### src/rtl/uart_rx_pkg.sv
package uart_rx_pkg;
  localparam int unsigned WORD_W = 9;

  typedef enum logic [2:0] {
    ST_HUNT, ST_START, ST_DATA, ST_PAR, ST_STOP1, ST_STOP2
  } rx_state_e;

  function automatic logic [3:0] frame_len(input logic [2:0] code);
    case (code)
      3'd0: frame_len = 4'd5;
      3'd1: frame_len = 4'd6;
      3'd2: frame_len = 4'd7;
      3'd7: frame_len = 4'd9;
      default: frame_len = 4'd8;
    endcase
  endfunction
endpackage

### src/rtl/uart_rx_sync.sv
module uart_rx_sync #(
  parameter int unsigned STAGES = 2,
  parameter logic        RST_VAL = 1'b1
) (
  input  logic clk_i,
  input  logic rst_ni,
  input  logic d_i,
  output logic q_o
);
  logic [STAGES-1:0] chain_q;

  always_ff @(posedge clk_i or negedge rst_ni) begin
    if (!rst_ni) chain_q <= {STAGES{RST_VAL}};
    else         chain_q <= {chain_q[STAGES-2:0], d_i};
  end

  assign q_o = chain_q[STAGES-1];
endmodule

### src/rtl/uart_rx_voter.sv
module uart_rx_voter #(
  parameter int unsigned OVS = 16
) (
  input  logic clk_i,
  input  logic rst_ni,
  input  logic tick_i,
  input  logic start_i,
  input  logic run_i,
  input  logic rx_i,
  output logic vote_o,
  output logic bit_o
);
  localparam int unsigned CW = $clog2(OVS);
  localparam logic [CW-1:0] S_A = CW'(OVS / 2);
  localparam logic [CW-1:0] S_B = CW'(OVS / 2 + 1);
  localparam logic [CW-1:0] S_C = CW'(OVS / 2 + 2);

  logic [CW-1:0] cnt_q;
  logic [CW-1:0] idx;
  logic s_a_q, s_b_q;

  // idx is the 1-based number of the sample taken on this strobe
  assign idx = cnt_q + CW'(1);

  always_ff @(posedge clk_i or negedge rst_ni) begin
    if (!rst_ni) begin
      cnt_q <= '0;
      s_a_q <= 1'b1;
      s_b_q <= 1'b1;
    end else if (tick_i) begin
      if (start_i)    cnt_q <= CW'(1);
      else if (run_i) cnt_q <= idx;
      if (run_i && idx == S_A) s_a_q <= rx_i;
      if (run_i && idx == S_B) s_b_q <= rx_i;
    end
  end

  assign vote_o = tick_i && run_i && !start_i && (idx == S_C);
  assign bit_o  = (s_a_q & s_b_q) | (s_a_q & rx_i) | (s_b_q & rx_i);
endmodule

### src/rtl/uart_rx_buf.sv
module uart_rx_buf #(
  parameter int unsigned W = 9
) (
  input  logic         clk_i,
  input  logic         rst_ni,
  input  logic         flush_i,
  input  logic         wr_i,
  input  logic [W-1:0] wdata_i,
  input  logic         fe_i,
  input  logic         pe_i,
  input  logic         ovr_set_i,
  input  logic         rd_i,
  output logic [W-1:0] data_o,
  output logic         full_o,
  output logic         fe_o,
  output logic         pe_o,
  output logic         ovr_o
);
  always_ff @(posedge clk_i or negedge rst_ni) begin
    if (!rst_ni) begin
      data_o <= '0;
      full_o <= 1'b0;
      fe_o   <= 1'b0;
      pe_o   <= 1'b0;
      ovr_o  <= 1'b0;
    end else if (flush_i) begin
      data_o <= '0;
      full_o <= 1'b0;
      fe_o   <= 1'b0;
      pe_o   <= 1'b0;
      ovr_o  <= 1'b0;
    end else if (wr_i) begin
      data_o <= wdata_i;
      full_o <= 1'b1;
      fe_o   <= fe_i;
      pe_o   <= pe_i;
      ovr_o  <= 1'b0;
    end else if (rd_i) begin
      full_o <= 1'b0;
      fe_o   <= 1'b0;
      pe_o   <= 1'b0;
      ovr_o  <= 1'b0;
    end else if (ovr_set_i) begin
      ovr_o  <= 1'b1;
    end
  end
endmodule

### src/rtl/uart_rx_ovs.sv
module uart_rx_ovs
  import uart_rx_pkg::*;
#(
  parameter int unsigned OVS       = 16,
  parameter int unsigned SYNC_STGS = 2
) (
  input  logic       clk_i,
  input  logic       rst_ni,
  input  logic       tick_i,
  input  logic       rx_i,
  input  logic       rx_en_i,
  input  logic [2:0] data_bits_i,
  input  logic [1:0] parity_mode_i,
  input  logic       two_stop_i,
  input  logic       mpm_i,
  input  logic       rd_i,
  output logic [7:0] data_o,
  output logic       bit9_o,
  output logic       rxc_o,
  output logic       frame_err_o,
  output logic       parity_err_o,
  output logic       overrun_o
);
  rx_state_e         state_q;
  logic [3:0]        bit_idx_q;
  logic [WORD_W-1:0] shreg_q;
  logic              par_acc_q, pe_q, addr_q, rx_prev_q;
  logic              rx_s, start_edge, busy, vote, vote_bit;
  logic              frame_done, keep, wr, ovr_set;
  logic [3:0]        n_bits;
  logic [WORD_W-1:0] buf_data;

  uart_rx_sync #(.STAGES(SYNC_STGS), .RST_VAL(1'b1)) u_sync (
    .clk_i, .rst_ni, .d_i(rx_i), .q_o(rx_s)
  );

  always_ff @(posedge clk_i or negedge rst_ni) begin
    if (!rst_ni)     rx_prev_q <= 1'b1;
    else if (tick_i) rx_prev_q <= rx_s;
  end

  assign busy       = (state_q != ST_HUNT);
  assign start_edge = rx_en_i && tick_i && !busy && rx_prev_q && !rx_s;
  assign n_bits     = frame_len(data_bits_i);

  uart_rx_voter #(.OVS(OVS)) u_voter (
    .clk_i, .rst_ni, .tick_i,
    .start_i(start_edge), .run_i(busy), .rx_i(rx_s),
    .vote_o(vote), .bit_o(vote_bit)
  );

  always_ff @(posedge clk_i or negedge rst_ni) begin
    if (!rst_ni) begin
      state_q   <= ST_HUNT;
      bit_idx_q <= '0;
      shreg_q   <= '0;
      par_acc_q <= 1'b0;
      pe_q      <= 1'b0;
      addr_q    <= 1'b0;
    end else if (!rx_en_i) begin
      state_q <= ST_HUNT;
    end else if (start_edge) begin
      state_q <= ST_START;
    end else if (vote) begin
      unique case (state_q)
        ST_START: begin
          if (!vote_bit) begin
            state_q   <= ST_DATA;
            bit_idx_q <= '0;
            shreg_q   <= '0;
            par_acc_q <= 1'b0;
            pe_q      <= 1'b0;
          end else begin
            state_q <= ST_HUNT;   // false start
          end
        end
        ST_DATA: begin
          shreg_q[bit_idx_q] <= vote_bit;
          par_acc_q          <= par_acc_q ^ vote_bit;
          if (bit_idx_q == n_bits - 4'd1) begin
            addr_q  <= vote_bit;
            state_q <= parity_mode_i[1] ? ST_PAR : ST_STOP1;
          end else begin
            bit_idx_q <= bit_idx_q + 4'd1;
          end
        end
        ST_PAR: begin
          pe_q    <= par_acc_q ^ vote_bit ^ parity_mode_i[0];
          state_q <= ST_STOP1;
        end
        ST_STOP1: state_q <= two_stop_i ? ST_STOP2 : ST_HUNT;
        ST_STOP2: state_q <= ST_HUNT;     // second stop never checked
        default:  state_q <= ST_HUNT;
      endcase
    end
  end

  assign frame_done = rx_en_i && vote && (state_q == ST_STOP1);
  assign keep       = !mpm_i || addr_q;
  assign wr         = frame_done && keep && (!rxc_o || rd_i);
  assign ovr_set    = rx_en_i && vote && (state_q == ST_START) && !vote_bit && rxc_o && !rd_i;

  uart_rx_buf #(.W(WORD_W)) u_buf (
    .clk_i, .rst_ni,
    .flush_i(!rx_en_i), .wr_i(wr), .wdata_i(shreg_q),
    .fe_i(!vote_bit), .pe_i(pe_q), .ovr_set_i(ovr_set), .rd_i,
    .data_o(buf_data), .full_o(rxc_o),
    .fe_o(frame_err_o), .pe_o(parity_err_o), .ovr_o(overrun_o)
  );

  assign data_o = buf_data[7:0];
  assign bit9_o = buf_data[8];
endmodule

### config.mk
export PLATFORM = sky130hd
export DESIGN_NAME = uart_rx_ovs
export DESIGN_NICKNAME = d
export VERILOG_FILES = /design/src/rtl/uart_rx_pkg.sv /design/src/rtl/uart_rx_sync.sv /design/src/rtl/uart_rx_voter.sv /design/src/rtl/uart_rx_buf.sv /design/src/rtl/uart_rx_ovs.sv
export SDC_FILE = /design/constraint.sdc
export NUM_CORES = 1
export LEC_CHECK = 0
export ABC_AREA = 1
export BUFFER_PORTS_ARGS = -buffer_cell sky130_fd_sc_hd__buf_2
export CORE_UTILIZATION = 25
export CTS_BUF_LIST = sky130_fd_sc_hd__clkbuf_4 sky130_fd_sc_hd__clkbuf_8 sky130_fd_sc_hd__clkbuf_16
export DETAILED_ROUTE_END_ITERATION = 12
export PLACE_DENSITY = 0.41
export SETUP_SLACK_MARGIN = 0.4
export SLEW_MARGIN = 20
export SYNTH_ARGS = -nofsm -noshare
export SYNTH_HDL_FRONTEND = slang
export SYNTH_SLANG_ARGS = --single-unit
### constraint.sdc
create_clock -name clk_i -period 2 [get_ports clk_i]
set_clock_uncertainty 0.05 [all_clocks]
set_input_delay 0.2 -clock clk_i [delete_from_list [all_inputs] [get_ports clk_i]]
set_output_delay 0.2 -clock clk_i [all_outputs]
set_load 0.01 [all_outputs]
Word level (Yosys, flattened, before mapping)
Cells that the tools add are included.
{"block": "word_totals", "in_bits": 13, "output_inout_bits": 13, "register_bits": 41, "word_cells": 122}
{"block": "classes", "magnitude_cmp": 2, "n_bitwise": 8, "n_eq_ne": 18, "n_reduce_logical": 40, "n_addsub": 3, "muxes": 35}
{"op": "two-way mux 9 bit", "count": 3}
{"op": "logical AND 1 bit", "count": 18}
{"op": "two-way mux 3 bit", "count": 6}
{"op": "one-hot mux 9 bit (2 select lines)", "count": 1}
{"op": "two-way mux 4 bit", "count": 4}
{"op": "one-hot mux 4 bit (4 select lines)", "count": 1}
{"op": "AND reduction 5 bit", "count": 3}
{"op": "two-way mux 1 bit", "count": 13}
{"op": "== test 4 bit, second input constant", "count": 3}
{"op": "one-hot mux 3 bit (4 select lines)", "count": 1}
{"op": "bitwise mux 9 bit", "count": 1}
{"op": "== test 3 x 2 -> 1 bit, second input constant", "count": 3}
{"op": "adder 4 x 1 -> 4 bit, second input constant", "count": 2}
{"op": "one-hot mux 4 bit (2 select lines)", "count": 1}
{"op": "AND reduction 2 bit", "count": 4}
{"op": "zero test 1 bit", "count": 7}
{"op": "== test 3 x 1 -> 1 bit, second input constant", "count": 2}
{"op": "== test 3 bit, second input constant", "count": 2}
{"op": "inequality test 3 x 1 -> 1 bit, second input constant", "count": 2}
{"op": "AND reduction 6 bit", "count": 1}
{"op": "nonzero test 2 bit", "count": 3}
{"op": "< comparator 4 x 5 -> 1 bit, second input constant", "count": 1}
{"op": "demux 1 bit (select 4 bit)", "count": 1}
{"op": "== test 4 bit", "count": 1}
{"op": "other kinds (15)", "count": 22}

Longest topological paths before layout
{"block": "logic_depth", "depth_word": 17, "mapped_depth": 12, "ltp_nobuf": 11}

Cells and area by module
From an unflattened synthesis, not the netlist that was laid out.
{"block": "hier_totals", "hier_cells": 303, "area_unflattened_um2": 2386.0}
{"mod": "uart_rx_ovs", "area_each_um2": 1431.4, "seq_area_each_um2": 501.7, "cells_each": 196, "instances": 1}
{"mod": "uart_rx_buf", "area_each_um2": 520.5, "seq_area_each_um2": 325.3, "cells_each": 58, "instances": 1}
{"mod": "uart_rx_voter", "area_each_um2": 381.6, "seq_area_each_um2": 152.6, "cells_each": 47, "instances": 1}
{"mod": "uart_rx_sync", "area_each_um2": 52.6, "seq_area_each_um2": 52.6, "cells_each": 2, "instances": 1}

Worst setup path after synthesis
No wires, ideal clock.
{"block": "synth_timing", "path_kind": "register to register", "from": "register u_voter.cnt_q[0]", "to": "register shreg_q[0]", "setup_ns": 0.116, "path_buffers": 1, "required_ns": 1.834, "path_stages_with_launch": 11, "synth_period_minus_slack_ns": 1.607, "path_slack_ns": 0.393, "arrival_ns": 1.440, "path_cell_list": "dfrtp_1 ha_1 nand2_1 nand3_1 inv_1 nand3_4 nor2_4 buf_6 nand2_1 nand2_1 nand2_1"}
{"block": "synth_between", "elab_chain_cells": 4}
{"element": "start: declaration", "line_no": "uart_rx_voter.sv:18", "text": "logic [CW-1:0] cnt_q;"}
{"element": "start signal: assignment", "line_no": "uart_rx_voter.sv:32", "text": "else if (run_i) cnt_q <= idx;"}
{"element": "adder 4 x 1 -> 4 bit", "line_no": "uart_rx_voter.sv:23", "text": "assign idx = cnt_q + CW'(1);"}
{"element": "== test 4 bit", "line_no": "uart_rx_voter.sv:38", "text": "assign vote_o = tick_i && run_i && !start_i && (idx == S_C);"}
{"element": "logical AND 1 bit", "line_no": "uart_rx_voter.sv:38"}
{"element": "AND reduction 5 bit (no source line)"}
{"element": "end signal: indexed assignment", "line_no": "uart_rx_ovs.sv:78", "text": "shreg_q[bit_idx_q] <= vote_bit;"}
{"element": "end: declaration", "line_no": "uart_rx_ovs.sv:26", "text": "logic [WORD_W-1:0] shreg_q;"}
No other way between the ends.
A chain may end at the register's enable or synchronous reset.

Worst setup path in the final report
{"block": "layout_timing", "from": "register u_voter.cnt_q[1]", "to": "register u_buf.data_o[5]"}
{"block": "layout_between", "elab_chain_cells": 8}
{"element": "adder 4 x 1 -> 4 bit", "line_no": "uart_rx_voter.sv:23"}
{"element": "== test 4 bit", "line_no": "uart_rx_voter.sv:38"}
{"element": "logical AND 1 bit", "line_no": "uart_rx_voter.sv:38"}
{"element": "logical AND 1 bit (2 in series)", "line_no": "uart_rx_ovs.sv:98", "text": "assign frame_done = rx_en_i && vote && (state_q == ST_STOP1);"}
{"element": "logical AND 1 bit (2 in series)", "line_no": "uart_rx_ovs.sv:100", "text": "assign wr = frame_done && keep && (!rxc_o || rd_i);"}
{"element": "inequality test 2 x 1 -> 1 bit (no source line)"}
{"element": "end signal: assignment", "line_no": "uart_rx_buf.sv:33", "text": "data_o <= wdata_i;"}
{"element": "end: declaration", "line_no": "uart_rx_buf.sv:13", "text": "output logic [W-1:0] data_o,"}
No other way between the ends.

==> flow_summary_export.csv <==
group,metric,value,unit
floorplan,fp.dieArea,9980,um^2
setup_path,critical_path_class,"flip-flop to flip-flop",
route,via_per_inst,4.35,
grt,grt-ovfl-total,0,
synthesis,syn_area_per_cell,7.46,um^2
pwr,p_total,1.91,mW
clock_tree,path_clk_slew,0.09,ns
clock_tree,cts_tree,"yes",
placed_design,placed_cell_area,2670,um^2
grt,grt_pass1_wl,9.56,mm
layout,postLayoutCoreUtil,0.333,
placed_design,dp_hpwl,4.23,mm
layout,area_growth,28.6,%
outcome,status,"finished, final reports clean",
floorplan,io_pins,26,
pwr,power.leakage,1.52,nW
pwr,peakVddDrop,413,uV
clock_tree,cts_root_buffer,"clkbuf_8",
clock_tree,cts_buffers,5,
setup_path,worstPathMaxFanout,8,
clock_tree,htree_levels,2,
synthesis,synth_nets,342,
route,antenna_left,0,
clock_tree,cts_buffer_depth,2,
synthesis,synth.area.top_cells,"dfrtp_1 38%, nand2_1 19%, nand3_1 8.6%",
sta,max-slew-margin-rel,0.694,
setup_path,start_kind,"flip-flop",
floorplan,die_height,99.9,um
sta,period_share,0.841,
route,drc_errors,0,
synthesis,synthCells,321,
route,vias,2147,
sta,setup_slack,0.318,ns
synthesis,ys_warn_count,0,
sta,tightest_slew,0.459,ns
layout,design_area,3080,um^2
clock_tree,cts_sinks,41,
sta,setup_viol_count_final,0,
setup_path,critPathArrivalTime,1.87,ns
placed_design,place_congestion,0.737,
grt,grt_start_max_net_pins,25,
synthesis,synth.most_common_cell,"nand2_1",
grt,antenna_found_initial,0,
setup_path,cp-end-kind,"flip-flop",
grt,grt_pass1_vias,1942,
setup_path,r2r_cells,10,
route,drt-total-wl,5.92,mm
synthesis,synth_flop_cell,"dfrtp_1",
synthesis,syn_area,2390,um^2
layout,drive_above_1_share,0.294,
floorplan,chipWidth,99.9,um
layout,antenna_cells,0,
synthesis,synth.top_cell.area_share,0.376,
sta,rsz0062_at_grt,"yes",
clock_tree,insertion_delay,0.30,ns
hold_path,holdPathStages,2,
route,wire_per_inst,12.0,um
placed_design,portBuffers,25,
sta,layout_min_cycle_time,1.68,ns
pwr,p_per_area,621,nW/um^2
synthesis,ys_ff_latch,41,
sta,max_freq,594,MHz
synthesis,synth_edf_count,0,
floorplan,start_util,0.259,
route,drtPass1Iterations,4,
setup_path,ff2ff_setup_slack,0.32,ns
layout,nets,384,
setup_path,critical_path_required,2.19,ns
sta,slew_viol_final,0,
run,maxCapViolCount,0,
placed_design,post-place-ws,0.201,ns
sta,finalHoldViolCount,0,
grt,track_usage,0.122,
sta,finalSetupTns,0,ns
synthesis,ys_seq_area_frac,0.431,
synthesis,ys_types,30,
floorplan,fp.coreArea,9240,um^2
floorplan,fp-row-count,35,
synthesis,async_flop_share,1.00,
synthesis,synthTopCellsByCount,"124 x nand2_1, 41 x nand3_1, 36 x dfrtp_1, 26 x inv_1, 19 x nor2_1",
synthesis,yosys.area.top_type,"dfrtp_1",
hold_path,min_path_type,"primary input to flip-flop",
route,drtIter0Drc,75,
[path summary, 6_finish.rpt]
check,from,to
min in group asynchronous,rst_ni,shreg_q[8]$_DFFE_PN0P_
min,tick_i,rx_prev_q$_DFFE_PN1P_
min reg2reg,u_sync.chain_q[0]$_DFF_PN1_,u_sync.chain_q[1]$_DFF_PN1_
max in group asynchronous,rst_ni,u_voter.s_a_q$_DFFE_PN1P_
max reg2reg,u_voter.cnt_q[1]$_DFFE_PN0P_,u_buf.data_o[5]$_DFFE_PN0P_
max,u_voter.cnt_q[1]$_DFFE_PN0P_,u_buf.data_o[5]$_DFFE_PN0P_
[per-stage QoR]
stage	instances	hold slack, ns
6_report	493	0.0919
5_1_grt	493	0.0901
4_1_cts	488	0.0850
3_5_place_dp	473	0.127
3_3_place_gp	473	0.129
2_1_floorplan	321	-0.146
[critical path, cell delays in order (launching register included)]
cell and delay [ns]:
dfrtp_1 0.43, nand3_1 0.10, nand2_1 0.06, nand2_1 0.15, nor2_8 0.18, nand2_4 0.07
nor2_4 0.22, nand2_8 0.15, inv_8 0.11, nand2_1 0.05, nand2_1 0.05
[sequential cells by signal (all words and copies together) (netlist names), 2 cells and up]
register        count
bit_idx_q           4
shreg_q             9
state_q             3
u_buf.data_o        9
u_sync.chain_q      2
u_voter.cnt_q       4
[cell type report]
type | count | area (um^2)
clock buffer | 5 | 68.8
clock inverter | 3 | 65.1
fill | 992 | 6160
inverter | 30 | 125
multi-input combinational | 242 | 1330
sequential | 41 | 1040
tap | 129 | 161
timing repair buffer | 42 | 285
timing repair inverter | 1 | 11.3
[cell families (layout without fill, tap and decap cells)]
group / Yosys count / count (layout) / synth area share
AND/OR/NAND/NOR: 213 / 214 / 0.401
flip-flops: 41 / 41 / 0.431
buffers and inverters: 39 / 81 / 0.0778
AO/OA/AOI/OAI: 18 / 18 / 0.0408
adder cells (fa/ha/maj): 8 / 8 / 0.0418
XOR/XNOR: 2 / 2 / 0.00732
[layer usage]
layer | share of wire | wire, um | track usage
met3 | 0.023 | 135 | 0.0223
met2 | 0.46 | 2740 | 0.196
met1 | 0.50 | 2970 | 0.169
met5 | 0 | 0 | 0
met4 | 0.012 | 73 | 0.0339
[report_power, final]
part / internal, mW / leakage, nW / switching (mW) / total (mW)
registers: 0.854 / 0.541 / 0.0224 / 0.876
logic: 0.0792 / 0.915 / 0.143 / 0.222
clock network: 0.497 / 0.0681 / 0.317 / 0.814
total: 1.43 / 1.52 / 0.483 / 1.91
[timing repair]
action,in CTS,in global routing
resized for setup,16,39
pin swaps,1,15
setup buffers,5,3
endpoints found under the setup margin,29,32
hold buffers,2,0
gates cloned,0,2
endpoints found under the hold margin,18,0
[cells in the final DEF (no fill, tap or decap), types with 2 or more instances in the layout]
cell type	netlist	layout
nand2_2	1	17
nand4_1	7	7
o21ai_2	0	3
dfrtp_2	0	3
nand2_1	124	106
o21ai_0	9	7
clkbuf_8	0	5
a21oi_1	3	3
inv_2	3	6
buf_6	4	2
nand3_1	41	37
o22ai_1	2	2
dfrtp_1	36	33
ha_1	8	7
buf_2	4	25
nor2_2	1	4
nor2_1	19	13
dlygate4sd3_1	0	2
nor3_1	11	11
inv_1	26	23
nand3b_1	2	2
nand2_4	2	4
bufinv_16	0	2
nand3_2	1	5
buf_4	0	11
nor2_4	2	5
dfstp_2	5	5
No activity file was read; power rests on OpenSTA's default activity.
